$ cat src/rtl/dwd_pkg.sv
// Package: shared widths and field positions of the watchdog channel register.
// Assumes a 32-bit register with a 15-bit count and a 15-bit limit.
package dwd_pkg;
    localparam int REG_W   = 32;
    localparam int CNT_W   = 15;
    localparam int EN_BIT  = 31;
    localparam int LIM_LSB = 16;
    localparam int LIM_MSB = LIM_LSB + CNT_W - 1;
    localparam int RSV_BIT = 15;

    typedef struct packed {
        logic             act_en;
        logic [CNT_W-1:0] limit;
        logic [CNT_W-1:0] count;
        logic             expired;
    } chan_state_t;

    // Builds the read image of a channel; the reserved bit is forced to zero.
    function automatic logic [REG_W-1:0] pack_word(input chan_state_t s);
        return {s.act_en, s.limit, 1'b0, s.count};
    endfunction
endpackage

$ cat src/rtl/dwd_tick_gen.sv
// Module: dwd_tick_gen
// Divides the system clock into a one-cycle tick every TICK_DIV cycles.
// Assumes TICK_DIV >= 2. The phase runs freely from reset and is never
// realigned by bus activity.
module dwd_tick_gen #(
    parameter int TICK_DIV = 1_000_000
) (
    input  logic clk,
    input  logic rst_n,
    output logic tick
);
    localparam int PW = (TICK_DIV > 2) ? $clog2(TICK_DIV) : 1;
    localparam logic [PW-1:0] LAST = PW'(TICK_DIV - 1);

    logic [PW-1:0] phase;

    // Phase counter: wraps to zero after the last cycle of each period.
    always_ff @(posedge clk) begin
        if (!rst_n)              phase <= '0;
        else if (phase == LAST)  phase <= '0;
        else                     phase <= phase + PW'(1);
    end

    assign tick = (phase == LAST);

    assert_tick_single_R2: assert property (@(posedge clk) disable iff (!rst_n)
        tick |=> !tick);
    assert_phase_bound_R2: assert property (@(posedge clk) disable iff (!rst_n)
        phase <= LAST);
endmodule

$ cat src/rtl/dwd_channel.sv
// Module: dwd_channel
// One watchdog channel: a count that rises on each tick, freezes once it has
// reached the limit and expires on the next tick, and is cleared by a write.
// PULSE_MODE=1 makes the enabled action a one-cycle pulse; PULSE_MODE=0 makes
// it a level that lasts while the channel is expired.
// Assumes wr_en is already decoded for this channel.
module dwd_channel
    import dwd_pkg::*;
#(
    parameter bit PULSE_MODE = 1'b1
) (
    input  logic             clk,
    input  logic             rst_n,
    input  logic             tick,
    input  logic             wr_en,
    input  logic [REG_W-1:0] wdata,
    output logic [REG_W-1:0] rd_word,
    output logic             act_out
);
    chan_state_t st;
    logic        expire_now;

    // True on the tick that turns a channel sitting at its limit into expired.
    assign expire_now = tick && !wr_en && !st.expired && (st.count == st.limit);

    // Channel state: a write reloads and clears; a tick counts or expires.
    always_ff @(posedge clk) begin
        if (!rst_n) begin
            st <= '0;
        end else if (wr_en) begin
            st.act_en  <= wdata[EN_BIT];
            st.limit   <= wdata[LIM_MSB:LIM_LSB];
            st.count   <= '0;
            st.expired <= 1'b0;
        end else if (tick && !st.expired) begin
            if (st.count == st.limit) st.expired <= 1'b1;
            else                      st.count   <= st.count + CNT_W'(1);
        end
    end

    assign rd_word = pack_word(st);

    generate
        if (PULSE_MODE) begin : g_pulse
            logic pulse_q;
            // Pulse: registered once on the expiring tick when the action is enabled.
            always_ff @(posedge clk) begin
                if (!rst_n) pulse_q <= 1'b0;
                else        pulse_q <= expire_now && st.act_en;
            end
            assign act_out = pulse_q;

            assert_pulse_single_R7: assert property (@(posedge clk) disable iff (!rst_n)
                act_out |=> !act_out);
        end else begin : g_level
            assign act_out = st.act_en && st.expired;
        end
    endgenerate

    assert_count_bound_R4: assert property (@(posedge clk) disable iff (!rst_n)
        st.count <= st.limit || $past(wr_en) == 1'b0 && st.count == '0);
    assert_hold_expired_R4: assert property (@(posedge clk) disable iff (!rst_n)
        (st.expired && !wr_en) |=> (st.expired && $stable(st.count)));
    assert_idle_stable_R3: assert property (@(posedge clk) disable iff (!rst_n)
        (!wr_en && !tick) |=> $stable(st.count));
    assert_write_clears_R6: assert property (@(posedge clk) disable iff (!rst_n)
        wr_en |=> (st.count == '0 && !st.expired));
endmodule

$ cat src/rtl/dual_watchdog.sv
// Module: dual_watchdog
// Top of the two-channel watchdog: decodes the register offsets, shares one
// prescaled tick, and routes channel 0 to a reset request pulse and channel 1
// to a packet-drop level.
// Assumes single-cycle write strobes and a combinational read.
module dual_watchdog
    import dwd_pkg::*;
#(
    parameter int              TICK_DIV = 1_000_000,
    parameter int              ADDR_W   = 8,
    parameter logic [ADDR_W-1:0] OFF_CH0 = ADDR_W'(8'hC0),
    parameter logic [ADDR_W-1:0] OFF_CH1 = ADDR_W'(8'hC4)
) (
    input  logic              clk,
    input  logic              rst_n,
    input  logic              bus_wr_en,
    input  logic [ADDR_W-1:0] bus_addr,
    input  logic [REG_W-1:0]  bus_wdata,
    output logic [REG_W-1:0]  bus_rdata,
    output logic              sys_reset_req,
    output logic              pkt_drop
);
    localparam int NCH = 2;
    localparam logic [ADDR_W-1:0] OFFS [NCH] = '{OFF_CH0, OFF_CH1};

    logic             tick;
    logic [NCH-1:0]   wr_sel;
    logic [NCH-1:0]   act;
    logic [REG_W-1:0] words [NCH];

    dwd_tick_gen #(.TICK_DIV(TICK_DIV)) u_tick (
        .clk   (clk),
        .rst_n (rst_n),
        .tick  (tick)
    );

    generate
        for (genvar i = 0; i < NCH; i++) begin : g_ch
            assign wr_sel[i] = bus_wr_en && (bus_addr == OFFS[i]);
            dwd_channel #(.PULSE_MODE(i == 0)) u_ch (
                .clk     (clk),
                .rst_n   (rst_n),
                .tick    (tick),
                .wr_en   (wr_sel[i]),
                .wdata   (bus_wdata),
                .rd_word (words[i]),
                .act_out (act[i])
            );
        end
    endgenerate

    // Read mux: the selected channel image, or zero for an unused offset.
    always_comb begin
        bus_rdata = '0;
        for (int i = 0; i < NCH; i++)
            if (bus_addr == OFFS[i]) bus_rdata = words[i];
    end

    assign sys_reset_req = act[0];
    assign pkt_drop      = act[1];

    assert_one_write_R10: assert property (@(posedge clk) disable iff (!rst_n)
        $onehot0(wr_sel));
    assert_reserved_zero_R1: assert property (@(posedge clk) disable iff (!rst_n)
        bus_rdata[RSV_BIT] == 1'b0);
endmodule

$ cat config.mk
export PLATFORM = sky130hd
export DESIGN_NAME = dual_watchdog
export DESIGN_NICKNAME = d
export VERILOG_FILES = /design/src/rtl/dwd_pkg.sv /design/src/rtl/dwd_tick_gen.sv /design/src/rtl/dwd_channel.sv /design/src/rtl/dual_watchdog.sv
export SDC_FILE = /design/constraint.sdc
export NUM_CORES = 1
export LEC_CHECK = 0
export ABC_AREA = 1
export BUFFER_PORTS_ARGS = -buffer_cell sky130_fd_sc_hd__buf_2
export CAP_MARGIN = 25
export CORE_ASPECT_RATIO = 0.75
export CORE_MARGIN = 8
export CORE_UTILIZATION = 55
export DETAILED_ROUTE_END_ITERATION = 7
export GPL_TIMING_DRIVEN = 0
export PLACE_DENSITY = 0.78
export REMOVE_ABC_BUFFERS = 1
export SLEW_MARGIN = 25
export SYNTH_ARGS = -nofsm -noshare
export SYNTH_HDL_FRONTEND = slang
export SYNTH_SLANG_ARGS = --single-unit
$ cat constraint.sdc
create_clock -name clk -period 2.27 [get_ports clk]
set_input_delay 0.3405 -clock clk [delete_from_list [all_inputs] [get_ports clk]]
set_output_delay 0.3405 -clock clk [all_outputs]
set_load 0.01 [all_outputs]
==> flow_summary_export.csv <==
group,metric,value,unit
routing,wl_per_cell,15.5,um
sta,post-route-min-period,2.16,ns
sta,fmax,0.463,GHz
yosys,avgSynthCellArea,6.39,um2
routing,num_vias,5245,
critical_path,start_kind,"input port",
floorplan,die_h,97.8,um
final_layout,area_delta_synth_final,13.4,%
place,dp_hpwl,10500,um
final_layout,final_common_cell,"nand2_1",
flow_run,maxCapViolations,0,
final_layout,final_area,5560,um2
clock_tree,cts_tree,"done",
place,preCtsSetupSlack,-0.611,ns
yosys,yosys.area_share.simple,0.367,
global_routing,use_met2,0.354,
yosys,synth_compound_area_frac,0.137,
critical_path,worstPathArrival,1.82,ns
sta,finalHoldViolCount,0,
global_routing,grt_antenna_before_repair,0,
yosys,synthesis.area,4910,um2
floorplan,die_w,125,um
clock_tree,cts_buffer_depth,2,
hold_path,hp-class,"in -> reg",
global_routing,grt_max_degree,35,
critical_path,required,1.93,ns
sta,drv_slew,0,
final_layout,fin_util,0.628,
floorplan,die_area,12200,um2
sta,max_slew_margin,0.477,
critical_path,endpoint,"bus_rdata[25]",
clock_tree,cts.sinks,85,
floorplan,num_rows,30,
critical_path,critical-path-top-delay-family,"simple AND/OR/NAND/NOR gates",
critical_path,cp.depth,6,
critical_path,cp_max_fo,31,
yosys,synth_seq_area_share,0.347,
place,place_area,5220,um2
routing,drcViolationCount,0,
routing,first_pass_iters,5,
yosys,yosys-top-cells-area,"dfxtp_1, nand2_1, nor2_1, a21oi_1, inv_1",
sta,holdWs,0.296,ns
floorplan,coreArea,8860,um2
global_routing,grt_pass1_wl,23800,um
critical_path,reg2reg_depth,11,
yosys,synth_top_family_by_area,"simple AND/OR/NAND/NOR gates",
yosys,synth-xor-area-share,0.0446,
clock_tree,numCtsBuffers,9,
critical_path,cpMaxStageDelayCell,"o21ai_0",
floorplan,start_util,0.554,
critical_path,cpMostUsedCell,"buf_2",
routing,ant_nets,0,
clock_tree,clk_latency,0.34,ns
pwr,p_leak,2.29,nW
critical_path,ff2ff_setup_slack,0.18,ns
pwr,power,3.22,mW
global_routing,busiest_layer,"met2",
global_routing,globalRouteMet3Util,0.0604,
yosys,muxShareOfSynthArea,0,
yosys,ys_types,34,
floorplan,io_pins,77,
critical_path,r2r_end,"g_ch[0].u_ch.rd_word[10]",
final_layout,instances_no_fill,930,
final_layout,drive_gt1_frac,0.139,
sta,fin_skew,0.00509,ns
sta,fin_crit_sh,0.952,
clock_tree,root_buffer,"clkbuf_16",
pwr,vdd_ir_drop_max,0.412,mV
routing,wirelength,14400,um
routing,drtIter0Drc,607,
sta,setup_violations,0,
place,globalplace.congestion,0.940,
yosys,synth_adder_area_share,0.00765,
critical_path,cpPeakStageDelay,0.43,ns
final_layout,nNetsFinal,859,
critical_path,path_cells,"buf_2 -> nor2_1 -> and3b_1 -> nand2_2 -> o21ai_0 -> buf_2",
place,dpl.cell_count,914,
yosys,yosys_register_bits,85,
outcome,status,"complete, no violations",
critical_path,crit_start,"bus_addr[1]",
pwr,power.density,578,nW/um2
global_routing,grt.overflow.total,0,
global_routing,grt_util_all_layers,0.236,
critical_path,path_buf_inv,2,
sta,rsz0062_at_grt,"false",
yosys,netlist.area_leader.share,0.347,
clock_tree,clkTransAtPathRegs,0.06,ns
clock_tree,cts_setup_buffers,0,
clock_tree,h-tree-depth,3,
global_routing,met1_usage,0.328,
critical_path,path_class,"in -> out",
place,port_buffers,59,
clock_tree,cts_hold_buf,0,
final_layout,num_antenna_cells,0,
critical_path,r2r-start,"u_tick.phase[0]",
sta,final.setup.tns,0,ns
final_layout,final_cell_mix,"nand2_1, nor2_1, dfxtp_1",
global_routing,grt_pass1_vias,4859,
sta,max_slew.worst_pin.slew,0.777,ns
routing,via_per_inst,5.64,
yosys,synth_cells,768,
yosys,yosysTopAreaCell,"dfxtp_1",
sta,fin_ws,0.110,ns
critical_path,endpoint_kind,"output pin",
yosys,synth_warnings,0,
## how the worst min path moves through the flow
stage | end | slack [ns] | from | cells past startpoint
floorplan | u_tick.phase[0] | 0.42 | u_tick.phase[0] | 1
global placement | u_tick.phase[0] | 0.43 | u_tick.phase[0] | 1
detailed placement | u_tick.phase[0] | 0.44 | u_tick.phase[0] | 1
CTS | g_ch[0].u_ch.rd_word[16] | 0.29 | bus_wdata[16] | 3
global route | g_ch[1].u_ch.rd_word[27] | 0.32 | bus_wdata[27] | 3
finish | g_ch[1].u_ch.rd_word[17] | 0.30 | bus_wdata[17] | 3
## power breakdown
| group | leakage (nW) | switching [mW] | internal (mW) |
|---|---|---|---|
| clock network | 0.163 | 0.594 | 1.02 |
| registers | 0.685 | 0.00375 | 1.50 |
| logic | 1.44 | 0.0675 | 0.0328 |
## registers in the layout, indices dropped and copies added, names as in the netlist
name / cells
g_ch.u_ch.rd_word: 62
u_tick.phase: 20
g_ch.u_ch.st: 2
g_ch.u_ch.act_out: 1
## per-layer routing
| layer | share of wire | wire, um |
|---|---|---|
| met3 | 0.10 | 1460 |
| met5 | 0 | 0 |
| met4 | 0.011 | 152 |
| met2 | 0.42 | 6080 |
| met1 | 0.46 | 6680 |
## kinds of logic after synthesis
logic type	after synthesis
AO/OA/AOI/OAI	127
XOR/XNOR	25
adder cells (fa/ha/maj)	3
buffers and inverters	115
flip-flops	85
other	1
AND/OR/NAND/NOR	412
## cells in the mapped netlist (all sizes together)
master and count:
ha 3, conb 1, and3 1, nor3 13, nand3b 11, a22oi 1, nor4 1, o21ai 34
inv 89, xnor2 8, nand4 16, and3b 1, or2 4, nand3 51, nor2 96, o22ai 29
buf 12, nand2 218, clkinv 1, xor2 17, a21oi 63, clkbuf 13, dfxtp 85
## layout make-up
type,instances,area (um2)
flip-flops and latches,85,1700
well taps,112,140
multi-input cells,568,2760
repair buffers,59,295
fillers,824,3300
clock buffers,12,256
clock inverters,4,70.1
inverters,90,343
## timing repair
action	4_1_cts	5_1_grt
endpoints found under the hold margin	0	0
pin swaps	0	0
setup endpoints to repair	43	13
gates resized for setup	4	2
## worst register-to-register path, stage by stage, from the launching register on
cell,delay [ns]
dfxtp_1,0.35
ha_1,0.28
nand2_1,0.10
inv_2,0.08
nand2_4,0.08
clkinv_4,0.09
nand2_4,0.05
nor3_4,0.61
nand2_2,0.17
nand2_1,0.09
nand2_1,0.05
nor2_1,0.07
Note: power is estimated with default switching activity, not from simulation.
